File: config.mk
export PLATFORM = sky130hd
export DESIGN_NAME = lsu_align
export DESIGN_NICKNAME = d
export VERILOG_FILES = /design/src/rtl/lsu_align_pkg.sv /design/src/rtl/lsu_addr_decode.sv /design/src/rtl/lsu_store_steer.sv /design/src/rtl/lsu_ctx_fifo.sv /design/src/rtl/lsu_load_extract.sv /design/src/rtl/lsu_align.sv
export SDC_FILE = /design/constraint.sdc
export NUM_CORES = 1
export LEC_CHECK = 0
export BUFFER_PORTS_ARGS = -buffer_cell sky130_fd_sc_hd__clkbuf_2
export CAP_MARGIN = 10
export CORE_AREA = 4 4 120 122
export CTS_CLUSTER_SIZE = 24
export DETAILED_ROUTE_END_ITERATION = 10
export DIE_AREA = 0 0 124 126
export HOLD_SLACK_MARGIN = 0.02
export PLACE_DENSITY = 0.86
export SETUP_SLACK_MARGIN = 0.4
export SKIP_LAST_GASP = 1
export SYNTH_ARGS = -nofsm -noshare
export SYNTH_HDL_FRONTEND = slang
export SYNTH_SLANG_ARGS = --single-unit
File: constraint.sdc
create_clock -name clk -period 10.4 [get_ports clk]
set_input_delay 3.12 -clock clk [delete_from_list [all_inputs] [get_ports clk]]
set_output_delay 3.12 -clock clk [all_outputs]
set_load 0.01 [all_outputs]
File: src/rtl/lsu_align_pkg.sv
// Package: shared operation and access-size types for the load/store
// alignment unit. Assumes a 3-bit operation code as given in the brief.
package lsu_align_pkg;

    typedef enum logic [2:0] {
        OP_LB  = 3'd0,
        OP_LH  = 3'd1,
        OP_LW  = 3'd2,
        OP_LBU = 3'd3,
        OP_LHU = 3'd4,
        OP_SB  = 3'd5,
        OP_SH  = 3'd6,
        OP_SW  = 3'd7
    } lsu_op_e;

    typedef enum logic [1:0] {
        SZ_BYTE = 2'd0,
        SZ_HALF = 2'd1,
        SZ_WORD = 2'd2
    } lsu_size_e;

    // Access width of an operation.
    function automatic lsu_size_e op_size(lsu_op_e op);
        case (op)
            OP_LB, OP_LBU, OP_SB: op_size = SZ_BYTE;
            OP_LH, OP_LHU, OP_SH: op_size = SZ_HALF;
            default:              op_size = SZ_WORD;
        endcase
    endfunction

    // True for the three write operations.
    function automatic logic op_is_store(lsu_op_e op);
        op_is_store = (op == OP_SB) || (op == OP_SH) || (op == OP_SW);
    endfunction

    // True for loads that fill upper bits with zero.
    function automatic logic op_zero_fill(lsu_op_e op);
        op_zero_fill = (op == OP_LBU) || (op == OP_LHU);
    endfunction

endpackage

File: src/rtl/lsu_addr_decode.sv
// Module: forms the effective address, decodes the operation, derives the
// byte-enable mask and the alignment fault. Purely combinational.
// Assumes DATA_W is a multiple of 32 and IMM_W < DATA_W.
module lsu_addr_decode
    import lsu_align_pkg::*;
#(
    parameter int DATA_W = 32,
    parameter int IMM_W  = 16,
    parameter int LANES  = DATA_W / 8,
    parameter int OFF_W  = $clog2(LANES)
) (
    input  logic [2:0]        op_i,
    input  logic [DATA_W-1:0] base_i,
    input  logic [IMM_W-1:0]  imm_i,
    output logic [DATA_W-1:0] ea_o,
    output lsu_size_e         size_o,
    output logic              zext_o,
    output logic              store_o,
    output logic              misalign_o,
    output logic [LANES-1:0]  be_o
);
    localparam int EXT_W = DATA_W - IMM_W;

    lsu_op_e          op;
    logic [OFF_W-1:0] off;

    // Effective address: base plus sign-extended displacement.
    always_comb begin
        ea_o = base_i + {{EXT_W{imm_i[IMM_W-1]}}, imm_i};
    end

    assign op  = lsu_op_e'(op_i);
    assign off = ea_o[OFF_W-1:0];

    // Operation attributes from the code.
    always_comb begin
        size_o  = op_size(op);
        zext_o  = op_zero_fill(op);
        store_o = op_is_store(op);
    end

    // Alignment fault: halfword on odd byte, word off a word boundary.
    always_comb begin
        case (size_o)
            SZ_HALF: misalign_o = off[0];
            SZ_WORD: misalign_o = |off;
            default: misalign_o = 1'b0;
        endcase
    end

    // Byte enables: a run of access-width lanes starting at the offset.
    always_comb begin
        int nbytes;
        case (size_o)
            SZ_BYTE: nbytes = 1;
            SZ_HALF: nbytes = 2;
            default: nbytes = LANES;
        endcase
        for (int i = 0; i < LANES; i++) begin
            be_o[i] = (i >= int'(off)) && (i < int'(off) + nbytes);
        end
    end

endmodule

File: src/rtl/lsu_store_steer.sv
// Module: places store data into byte lanes by replication, so every lane
// a byte enable can select holds the right source byte. Combinational.
// Assumes byte and halfword stores take the low bits of the source.
module lsu_store_steer
    import lsu_align_pkg::*;
#(
    parameter int DATA_W = 32,
    parameter int LANES  = DATA_W / 8
) (
    input  lsu_size_e         size_i,
    input  logic [DATA_W-1:0] wdata_i,
    output logic [DATA_W-1:0] lanes_o
);
    for (genvar g = 0; g < LANES; g++) begin : g_lane
        // Lane g: low byte, alternating halfword byte, or its own byte.
        assign lanes_o[8*g +: 8] =
            (size_i == SZ_BYTE) ? wdata_i[7:0] :
            (size_i == SZ_HALF) ? wdata_i[8*(g % 2) +: 8] :
                                  wdata_i[8*g +: 8];
    end

endmodule

File: src/rtl/lsu_ctx_fifo.sv
// Module: in-order queue of outstanding-load context (width, fill, lane).
// Assumes the core never issues more than DEPTH loads ahead of the
// returns and never pops when empty; the top guards the pop.
module lsu_ctx_fifo #(
    parameter int WIDTH = 5,
    parameter int DEPTH = 4,
    parameter int PTR_W = (DEPTH > 1) ? $clog2(DEPTH) : 1,
    parameter int CNT_W = $clog2(DEPTH + 1)
) (
    input  logic             clk,
    input  logic             rst_n,
    input  logic             push_i,
    input  logic [WIDTH-1:0] push_data_i,
    input  logic             pop_i,
    output logic [WIDTH-1:0] pop_data_o,
    output logic             empty_o
);
    logic [WIDTH-1:0] slots [DEPTH];
    logic [PTR_W-1:0] wr_ptr;
    logic [PTR_W-1:0] rd_ptr;
    logic [CNT_W-1:0] count;

    // Next slot index with wrap at DEPTH.
    function automatic logic [PTR_W-1:0] bump(logic [PTR_W-1:0] p);
        bump = (p == PTR_W'(DEPTH - 1)) ? '0 : p + 1'b1;
    endfunction

    // Slot storage written at the write pointer.
    always_ff @(posedge clk) begin
        if (push_i) begin
            slots[wr_ptr] <= push_data_i;
        end
    end

    // Pointers and occupancy.
    always_ff @(posedge clk) begin
        if (!rst_n) begin
            wr_ptr <= '0;
            rd_ptr <= '0;
            count  <= '0;
        end else begin
            if (push_i) wr_ptr <= bump(wr_ptr);
            if (pop_i)  rd_ptr <= bump(rd_ptr);
            if (push_i && !pop_i)      count <= count + 1'b1;
            else if (pop_i && !push_i) count <= count - 1'b1;
        end
    end

    assign pop_data_o = slots[rd_ptr];
    assign empty_o    = (count == '0);

endmodule

File: src/rtl/lsu_load_extract.sv
// Module: selects the addressed byte or halfword of a read word and widens
// it with sign or zero fill. Combinational. Assumes little-endian lanes.
module lsu_load_extract
    import lsu_align_pkg::*;
#(
    parameter int DATA_W = 32,
    parameter int LANES  = DATA_W / 8,
    parameter int OFF_W  = $clog2(LANES)
) (
    input  logic [DATA_W-1:0] rdata_i,
    input  lsu_size_e         size_i,
    input  logic              zext_i,
    input  logic [OFF_W-1:0]  off_i,
    output logic [DATA_W-1:0] result_o
);
    logic [7:0]  byte_v;
    logic [15:0] half_v;
    logic        fill;

    // Lane selection by offset.
    always_comb begin
        byte_v = rdata_i[8*int'(off_i) +: 8];
        half_v = rdata_i[16*int'(off_i[OFF_W-1:1]) +: 16];
    end

    // Width extension.
    always_comb begin
        case (size_i)
            SZ_BYTE: begin
                fill     = ~zext_i & byte_v[7];
                result_o = {{(DATA_W-8){fill}}, byte_v};
            end
            SZ_HALF: begin
                fill     = ~zext_i & half_v[15];
                result_o = {{(DATA_W-16){fill}}, half_v};
            end
            default: begin
                fill     = 1'b0;
                result_o = rdata_i;
            end
        endcase
    end

endmodule

File: src/rtl/lsu_align.sv
// Module: top of the load/store alignment unit. Registers one memory
// request per accepted operation, queues load context, and registers the
// extended load result. Assumes in-order read returns.
module lsu_align
    import lsu_align_pkg::*;
#(
    parameter int DATA_W    = 32,
    parameter int IMM_W     = 16,
    parameter int CTX_DEPTH = 4
) (
    input  logic                              clk,
    input  logic                              rst_n,
    input  logic                              req_valid,
    input  logic [2:0]                        req_op,
    input  logic [DATA_W-1:0]                 req_base,
    input  logic [IMM_W-1:0]                  req_imm,
    input  logic [DATA_W-1:0]                 req_wdata,
    output logic                              misalign,
    output logic                              mem_req,
    output logic                              mem_we,
    output logic [DATA_W-$clog2(DATA_W/8)-1:0] mem_addr,
    output logic [DATA_W/8-1:0]               mem_be,
    output logic [DATA_W-1:0]                 mem_wdata,
    input  logic                              mem_rvalid,
    input  logic [DATA_W-1:0]                 mem_rdata,
    output logic                              res_valid,
    output logic [DATA_W-1:0]                 res_data
);
    localparam int LANES   = DATA_W / 8;
    localparam int OFF_W   = $clog2(LANES);
    localparam int WADDR_W = DATA_W - OFF_W;
    localparam int CTX_W   = 2 + 1 + OFF_W;

    logic [DATA_W-1:0] dec_ea;
    lsu_size_e         dec_size;
    logic              dec_zext;
    logic              dec_store;
    logic              dec_mis;
    logic [LANES-1:0]  dec_be;
    logic [DATA_W-1:0] steer_data;

    logic              ctx_push;
    logic              ctx_pop;
    logic              ctx_empty;
    logic [CTX_W-1:0]  ctx_in;
    logic [CTX_W-1:0]  ctx_out;
    logic [DATA_W-1:0] ext_data;

    lsu_addr_decode #(
        .DATA_W (DATA_W),
        .IMM_W  (IMM_W),
        .LANES  (LANES),
        .OFF_W  (OFF_W)
    ) u_dec (
        .op_i       (req_op),
        .base_i     (req_base),
        .imm_i      (req_imm),
        .ea_o       (dec_ea),
        .size_o     (dec_size),
        .zext_o     (dec_zext),
        .store_o    (dec_store),
        .misalign_o (dec_mis),
        .be_o       (dec_be)
    );

    lsu_store_steer #(
        .DATA_W (DATA_W),
        .LANES  (LANES)
    ) u_steer (
        .size_i  (dec_size),
        .wdata_i (req_wdata),
        .lanes_o (steer_data)
    );

    // Load context: width, fill kind and lane offset.
    assign ctx_in   = {dec_size, dec_zext, dec_ea[OFF_W-1:0]};
    assign ctx_push = req_valid && !dec_mis && !dec_store;
    assign ctx_pop  = mem_rvalid && !ctx_empty;

    lsu_ctx_fifo #(
        .WIDTH (CTX_W),
        .DEPTH (CTX_DEPTH)
    ) u_ctx (
        .clk         (clk),
        .rst_n       (rst_n),
        .push_i      (ctx_push),
        .push_data_i (ctx_in),
        .pop_i       (ctx_pop),
        .pop_data_o  (ctx_out),
        .empty_o     (ctx_empty)
    );

    lsu_load_extract #(
        .DATA_W (DATA_W),
        .LANES  (LANES),
        .OFF_W  (OFF_W)
    ) u_ext (
        .rdata_i  (mem_rdata),
        .size_i   (lsu_size_e'(ctx_out[CTX_W-1 -: 2])),
        .zext_i   (ctx_out[OFF_W]),
        .off_i    (ctx_out[OFF_W-1:0]),
        .result_o (ext_data)
    );

    // Request and fault strobes.
    always_ff @(posedge clk) begin
        if (!rst_n) begin
            mem_req  <= 1'b0;
            misalign <= 1'b0;
        end else begin
            mem_req  <= req_valid && !dec_mis;
            misalign <= req_valid && dec_mis;
        end
    end

    // Request payload, captured with each accepted operation.
    always_ff @(posedge clk) begin
        if (!rst_n) begin
            mem_we    <= 1'b0;
            mem_addr  <= '0;
            mem_be    <= '0;
            mem_wdata <= '0;
        end else if (req_valid) begin
            mem_we    <= dec_store && !dec_mis;
            mem_addr  <= WADDR_W'(dec_ea[DATA_W-1:OFF_W]);
            mem_be    <= dec_be;
            mem_wdata <= steer_data;
        end
    end

    // Registered load result.
    always_ff @(posedge clk) begin
        if (!rst_n) begin
            res_valid <= 1'b0;
            res_data  <= '0;
        end else begin
            res_valid <= ctx_pop;
            if (ctx_pop) res_data <= ext_data;
        end
    end

endmodule

* Word-level counts from Yosys, hierarchy flattened
Memories as Yosys holds them, arrays and structs flattened. A register that Yosys moved wholly into a read port is not among the register bits.
Cells that the tools add are included.
** Storage, ports and cells
- Register bits after elaboration :: 109
- Memory bits (writable) :: 20
- Input port bits :: 119
- Output and inout bits :: 102
- Logic and storage cells :: 84
- Memories kept :: 1
** Memories
- u_ctx.slots :: words 4, width 5, read ports 1, clocked after memory_dff 1, wr ports 1, line lsu_ctx_fifo.sv:18 : logic [WIDTH-1:0] slots [DEPTH];
** Cells by class
- Add/sub/neg operators :: 6
- Order comparisons :: 7
- Eq/ne operators :: 11
- Shifts and indexed selects :: 2
- Mux-type cells :: 17
- Bitwise logic cells :: 3
- Reduce and logical (&&, ||, !) cells :: 26
** Operators by type and width (count)
- $lt 3x32->1 const A :: 2
- $pmux 32 s2 :: 1
- $mux 8 :: 5
- $add 32x32->32 :: 1
- $lt 1x32->1 const A :: 1
- $lt 2x32->1 const A :: 1
- $shiftx 32x6->16 :: 1
- $shiftx 32x6->8 :: 1
- $eq 3x3->1 const B :: 4
- $logic_and 1x1->1 :: 10
- $mux 2 :: 4
- $eq 2x2->1 const B :: 3
- $logic_not 3->1 :: 2
- $mux 3 :: 2
- $pmux 3 s2 :: 1
- $reduce_or 3->1 :: 2
- $logic_not 1->1 :: 5
- $add 2x1->2 const B :: 2
- $add 2x3->4 :: 1
- $eq 2x1->1 const B :: 2
- $ge 1x2->1 const A :: 2
- $logic_not 2->1 :: 2
- $pmux 2 s2 :: 1
- $add 3x1->3 const B :: 1
- other kinds (11) :: 15

* Depth between registers and ports, before layout
Gate-level depths: netlist of the first run.
- Depth after elaboration :: 12
- Gate-level depth with buffers :: 13
- Depth with buffers taken out :: 12

* By module
From an unflattened synthesis of the first run, not the netlist that was laid out.
** Second synthesis, totals
- Cell total of the unflattened synthesis :: 870
- Area total of the unflattened synthesis :: 7933.9 µm²
** By module, submodules not included
- lsu_align :: times used 1, cells an instance 367, area an instance 3766.1 µm², seq. area each 2042.0 µm²
- lsu_addr_decode :: times used 1, cells an instance 264, area an instance 1815.5 µm², seq. area each 0.0 µm²
- lsu_ctx_fifo :: times used 1, cells an instance 69, area an instance 1173.6 µm², seq. area each 780.7 µm²
- lsu_load_extract :: times used 1, cells an instance 117, area an instance 714.4 µm², seq. area each 0.0 µm²
- lsu_store_steer :: times used 1, cells an instance 53, area an instance 464.2 µm², seq. area each 0.0 µm²

* Least setup slack after synthesis of the first run
No wires, ideal clock.
- Kind :: input to register
- Start :: input port req_base[0]
- End :: register u_ctx.count[2]
- Setup time :: 0.071 ns
- Arrival :: 5.798 ns
- Required time :: 10.329 ns
- Setup slack :: 4.531 ns
- Cell stages on the path :: 12
- Buffers on the path :: 0
- Cell sequence :: ha_1 fa_1 a21oi_1 nor2_1 o32ai_1 and2_1 ha_1 inv_1 fa_1 xor2_1 or3_1 a21oi_1
** Between the ends
- Cells in the longest elaborated chain, start to end :: 9
- Elaborated cells between the ends (all ways) :: 11
- Classes of those cells :: add/sub: 1; mux: 2; reduce/logical: 8
** RTL lines
- start: declaration :: line lsu_align.sv:15 : input logic [DATA_W-1:0] req_base,
- $add 32x32->32 * :: line lsu_addr_decode.sv:29 : ea_o = base_i + {{EXT_W{imm_i[IMM_W-1]}}, imm_i};
- net dec_ea[1] :: line lsu_align.sv:34 : logic [DATA_W-1:0] dec_ea;
- $reduce_or 2->1 * :: line lsu_addr_decode.sv:46 : SZ_WORD: misalign_o = |off;
- $pmux 1 s2 * :: line lsu_addr_decode.sv:44 : case (size_o)
- $logic_not 1->1 * :: line lsu_align.sv:77 : assign ctx_push = req_valid && !dec_mis && !dec_store;
- $logic_and 1x1->1 * (2 in a row) :: line lsu_align.sv:77
- net ctx_push :: line lsu_align.sv:42 : logic ctx_push;
- $logic_not 1->1 :: line lsu_ctx_fifo.sv:45 : else if (pop_i && !push_i) count <= count - 1'b1;
- $logic_and 1x1->1 :: line lsu_ctx_fifo.sv:45
- $reduce_bool 2->1 (no source line)
- end signal: assignment :: line lsu_ctx_fifo.sv:44 : if (push_i && !pop_i) count <= count + 1'b1;
- end signal: assignment :: line lsu_ctx_fifo.sv:45
- end: declaration :: line lsu_ctx_fifo.sv:21 : logic [CNT_W-1:0] count;
The timed path passes the listed nets; every way through them passes the cells marked *.
A chain may end at the register's enable or synchronous reset.

* Final worst setup path of the first run
Same ends and word-level chain as after synthesis.

==> metrics.cfg, run 1 <==
[run_status]
status = completed

[timing]
fin_ws_ps = 4420
rsz0062_at_grt = no
finalHoldViolCount = 0
fin_skew_ps = 6.05
finalCritPeriodShare_pct = 57.5
finalSetupTns_ps = 0
worst_pin_slew_ps = 1130
fmax_mhz = 167
setup_violations = 0
relSlewSlack_pct = 23.9
drv_slew = 0
finalCriticalPeriod_ps = 5980

[setup_path]
end_kind = flip-flop
worstSetupPathType = in2reg
path_max_fanout = 11
cp-startpoint = req_base[0]
critPathLaunchType = input pin
arrival_ps = 6330
crit_required_ps = 10740

[floorplanning]
io_pins = 221
chipHeight_um = 126
initial_core_util_pct = 55.4
die_area_um2 = 15600
die_w_um = 124
core_area_um2 = 13200
rows = 42

[grt]
gr-usage-all-layers_pct = 27.1
globalRoute.totalOverflow = 0
grt_pass1_wl_um = 33900
antenna_found_initial = 1
grt_pass1_vias = 6780
grt_max_degree = 86

[placed_design]
placed_cell_area_um2 = 8470
dp_hpwl_um = 15400
place_ws_ps = 4020
io_buffers = 220
gp_congestion = 0.943

[synthesis]
synth_edf_count = 20
netlist_area_um2 = 7310
ys_seq_area_share_pct = 38.6
syn_avg_cell_area_um2 = 8.82
ys_ff_latch = 131
async_reset_ff_share_pct = 0
synth_flop_cell = dfxtp_1
yosys_warnings = 0
synthCells = 828
synth_cell_types = 59
synth_nets = 989

[clock_network]
postCtsHoldBufs = 0
post_cts_resized = 0
cts_root_buf = clkbuf_16
tritoncts = yes
cts.clk_slew.worst_paths_ps = 60
cts_buffers = 17
clockBufferDepth = 2
clk_latency_ps = 430
htreeDepth = 4
cts_setup_buffers = 0
cts.sinks = 131

[power_and_ir_drop]
swShare_pct = 34.5
peakVddDrop_v = 0.000143
power_density_nw_per_um2 = 195
pwr-share-clk_pct = 34.2
seqPwrFrac_pct = 36.1
p_int_mw = 1.16
power_leakage_nw = 4.29
p_sw_uw = 611
comb_power_share_pct = 29.6

[layout]
final.fill_count = 1020
antennaDiodeCount = 0
final_cell_mix = clkbuf_2 (219), dfxtp_1 (111), nand2_1 (101), a21oi_1 (92), o21ai_0 (83)
layout-drive-gt1-share_pct = 26.1
final_common_cell = clkbuf_2
utilization_pct = 68.7
area.growth.synth_to_final_pct = 24.0
final_nets = 1188
final_area_um2 = 9060

[drt]
post_drt_via_cell_ratio = 5.79
postRouteAntennaNets = 0
drtIter0Drc = 674
routed_wirelength_um = 21200
drc = 0
drt-pass1-iter-count = 5
num_vias = 7046
wire_per_inst_um = 17.4

[worst_hold_path]
holdCritStartpoint = res_data[14]$_SDFFE_PN0P_
hold_path_class = reg2reg

[job]
drv_cap = 0

==> cells by family (layout without fill, tap and decap cells) <==
kind of cell	Yosys count	after routing	share of synthesized area [%]
compound gates	262	262	22.2
mux	72	72	10.7
flops	131	131	38.6
simple gates	221	221	13.0
buf+inv	65	277	3.70
xor+xnor	35	35	4.20
fa+ha+maj	42	42	7.50
==> flip-flops by register name, summed over array words and instances (netlist names), named ones only <==
signal and flops:
mem_wdata 32, res_data 32, mem_addr 30, u_ctx.slots 20, mem_be 4, u_ctx.count 3
u_ctx.rd_ptr 2, u_ctx.wr_ptr 2, mem_req 1, mem_we 1, misalign 1, res_valid 1
==> worst paths after layout <==
check	end	slack, ps	depth (start not counted)
worst min register to register	res_data[14]$_SDFFE_PN0P_	450	2
worst min-delay path	res_data[14]$_SDFFE_PN0P_	450	2
worst max-delay path	u_ctx.count[2]$_SDFFE_PN0P_	4420	13
worst max register to register	res_data[15]$_SDFFE_PN0P_	7470	6
==> per-layer routing <==
metal	share of wire (%)	up-vias	global-route usage, %
met5	0	-	0
met4	3.1	0	10.9
met3	8.0	58	7.44
met2	48	302	43.7
met1	41	3276	34.2
li1	-	3410	-
==> critical path: stages <==
cell	delay [ps]
clkbuf_2	80
ha_1	230
fa_1	640
a21oi_1	190
nor2_1	70
o32ai_1	400
and2_1	290
ha_1	210
inv_1	70
fa_1	370
xor2_1	190
or3_1	320
a21oi_1	140
==> synthesized netlist by cell type, types with 9 or more instances <==
| cell type | instances | area share, % |
|---|---|---|
| a221oi_1 | 14 | 1.7 |
| xnor2_1 | 21 | 2.5 |
| o211a_1 | 15 | 2.1 |
| edfxtp_1 | 20 | 8.2 |
| ha_1 | 39 | 6.7 |
| o21ai_0 | 83 | 5.7 |
| nor2b_1 | 9 | 0.77 |
| nand2_1 | 101 | 5.2 |
| xor2_1 | 14 | 1.7 |
| inv_1 | 19 | 0.98 |
| a21oi_1 | 92 | 6.3 |
| mux2i_1 | 63 | 8.6 |
| dfxtp_1 | 111 | 30 |
| nor2_1 | 68 | 3.5 |
| clkbuf_1 | 32 | 1.6 |
==> per-stage QoR <==
stage,power [mW],std cells,hold slack [ps]
after floorplan,0.993,828,454
after global placement,1.15,1184,429
after detailed placement,1.16,1184,441
after CTS,1.77,1216,447
after global routing,1.86,1216,465
final,1.77,1216,449
==> power groups by stage <==
stage / Sequential, mW / Clock [mW] / Combinational (mW)
2_1_floorplan: 0.668 / 0 / 0.325
3_3_place_gp: 0.646 / 0 / 0.502
3_5_place_dp: 0.648 / 0 / 0.514
4_1_cts: 0.639 / 0.606 / 0.522
5_1_grt: 0.649 / 0.633 / 0.581
6_report: 0.640 / 0.606 / 0.525
==> cell type report <==
class | count | area [µm²] | share of cell area, %
repair buffers | 224 | 1130 | 12.5
clock buffers | 17 | 425 | 4.70
clock inverters | 15 | 165 | 1.82
inverters | 21 | 78.8 | 0.870
flip-flops and latches | 131 | 2820 | 31.2
multi-input cells | 632 | 4210 | 46.5
well taps | 176 | 220 | 2.43
(Power assumes the default switching activity.)
==> run 2, diff against run 1 <==
Settings changed: CORE_AREA 4 4 120 122 to 4 4 130 132, DIE_AREA 0 0 124 126 to 0 0 134 136, PLACE_DENSITY 0.86 to 0.78.
Clock period 10.4 ns to 5.1 ns, I/O delays scaled along.
==> run 2 against run 1 <==
  * Routed wire length is 2.3% lower
  * Largest cell class unchanged
  * Clock skew rose by 3.5 ps
  * Global-route usage fell by 4.8 points
  * Largest power group unchanged
  * Sequential share of layout area shrank 0.30 points
==> metrics.cfg, run 2 (synthesis results as in run 1) <==
[grt]
grt_pass1_vias = 6587  ; -2.8%
antenna_found_initial = 0  ; -1
gr-usage-all-layers_pct = 22.3  ; -4.8 points
grt_pass1_wl_um = 32700  ; -3.5%
grt_max_degree = 60  ; -30%
globalRoute.totalOverflow = 0  ; unchanged

[power_and_ir_drop]
peakVddDrop_v = 0.000251  ; +76%
power_density_nw_per_um2 = 393  ; +100%
power_leakage_nw = 4.30  ; +0.40%
power_mw = 3.59  ; +100%

[timing]
finalSetupTns_ps = 0  ; unchanged
fin_skew_ps = 9.53  ; +3.47 ps
setup_violations = 0  ; unchanged
finalCritPeriodShare_pct = 80.6
fmax_mhz = 243
rsz0062_at_grt = no
finalCriticalPeriod_ps = 4110
fin_ws_ps = 987  ; -3430 ps
drv_slew = 0  ; unchanged
finalHoldViolCount = 0  ; unchanged
worst_pin_slew_ps = 1050  ; -78.8 ps
relSlewSlack_pct = 29.2  ; +5.3 points

[setup_path]
crit_required_ps = 5430  ; -5310 ps
arrival_ps = 4440  ; -1890 ps
slowest_stage = fa_1
worstSetupPathType = in2reg
end_kind = flip-flop
worstPathCellList = clkbuf_2, ha_1, fa_1, a21oi_1, nor2_1, o32ai_1, and2_1, ha_1, inv_1, fa_1, xor2_1, or3_1, a21oi_1
path_max_fanout = 7  ; -4
max_stage_delay_ps = 490  ; -150 ps
critPathLaunchType = input pin

[floorplanning]
io_pins = 221  ; unchanged
die_area_um2 = 18200  ; +17%
rows = 46  ; +9.5%
initial_core_util_pct = 46.5  ; -8.9 points
die_w_um = 134  ; +8.1%
chipHeight_um = 136  ; +7.9%
core_area_um2 = 15700  ; +19%

[clock_network]
clk_latency_ps = 420  ; about the same
cts_root_buf = clkbuf_16
cts.sinks = 131  ; unchanged
cts.clk_slew.worst_paths_ps = 60  ; about the same
htreeDepth = 4  ; unchanged
tritoncts = yes
post_cts_resized = 0  ; unchanged
clockBufferDepth = 2  ; unchanged
cts_buffers = 17  ; unchanged
cts_setup_buffers = 0  ; unchanged
postCtsHoldBufs = 0  ; unchanged

[placed_design]
place_ws_ps = 601  ; -3420 ps
gp_congestion = 0.915  ; -2.9%
io_buffers = 220  ; unchanged
dp_hpwl_um = 15400  ; -0.13%

[layout]
final_cell_mix = clkbuf_2 (219), dfxtp_1 (111), nand2_1 (101), a21oi_1 (92), o21ai_0 (83)
final_common_cell = clkbuf_2
final_nets = 1192  ; +0.34%
reg_top3 = mem_wdata x32, res_data x32, mem_addr x30
antennaDiodeCount = 0  ; unchanged
layout-drive-gt1-share_pct = 26.4  ; +0.38 points
area.growth.synth_to_final_pct = 25.2

[drt]
drt-pass1-iter-count = 5  ; unchanged
wire_per_inst_um = 16.4  ; -5.7%
post_drt_via_cell_ratio = 5.53  ; -4.5%
num_vias = 6973  ; -1.0%
routed_wirelength_um = 20700  ; -2.3%
drc = 0  ; unchanged
drtIter0Drc = 376  ; -44%
postRouteAntennaNets = 0  ; unchanged

[worst_hold_path]
hold_path_class = reg2reg

[run_status]
status = completed

[job]
drv_cap = 0  ; unchanged

[run 2: critical path, delay by kind of cell]
family,cells,cell delay [ps]
AO/OA/AOI/OAI,3,650
XOR/XNOR,1,170
adder cells (fa/ha/maj),4,1290
buffers and inverters,2,140
AND/OR/NAND/NOR,3,640
[run 2: layout make-up]
type / instances / area (µm²)
fillers: 1386 / 6570
clock inverters: 15 / 168
multi-input cells: 632 / 4220
flip-flops and latches: 131 / 2820
repair buffers: 228 / 1160
inverters: 21 / 78.8
clock buffers: 17 / 425
well taps: 216 / 270
[run 2: metrics by stage]
stage | hold WS (ps) | cell area [µm²] | cells | util (%)
final | 445 | 9150 | 1260 | 58.2
after detailed placement | 437 | 8550 | 1228 | 54.4
after global placement | 432 | 8550 | 1228 | 54.4
after floorplan | 454 | 7310 | 828 | -
after global routing | 472 | 9150 | 1260 | 58.2
after CTS | 446 | 9150 | 1260 | 58.2
[run 2: final timing paths]
path / startpoint / to / slack, ps / depth (start not counted)
worst min-delay path: res_data[14]$_SDFFE_PN0P_ / res_data[14]$_SDFFE_PN0P_ / 440 / 2
worst max-delay path: req_base[0] / u_ctx.count[2]$_SDFFE_PN0P_ / 990 / 13
worst min register to register: res_data[14]$_SDFFE_PN0P_ / res_data[14]$_SDFFE_PN0P_ / 440 / 2
worst max register to register: flip-flop / res_data[22]$_SDFFE_PN0P_ / 2280 / 6
[run 2: routing by layer]
metal	wire length (µm)	track usage, %	share of wire [%]
met1	8800	28.6	43
met2	9720	35.7	47
met3	1530	5.66	7.4
met4	608	9.43	2.9
met5	0	0	0
[run 2: report_power, final]
part / leakage (nW) / internal [mW] / switching, mW
Combinational: 2.91 / 0.429 / 0.637
Clock: 0.292 / 0.733 / 0.492
Sequential: 1.10 / 1.21 / 0.0942
Total: 4.30 / 2.37 / 1.22
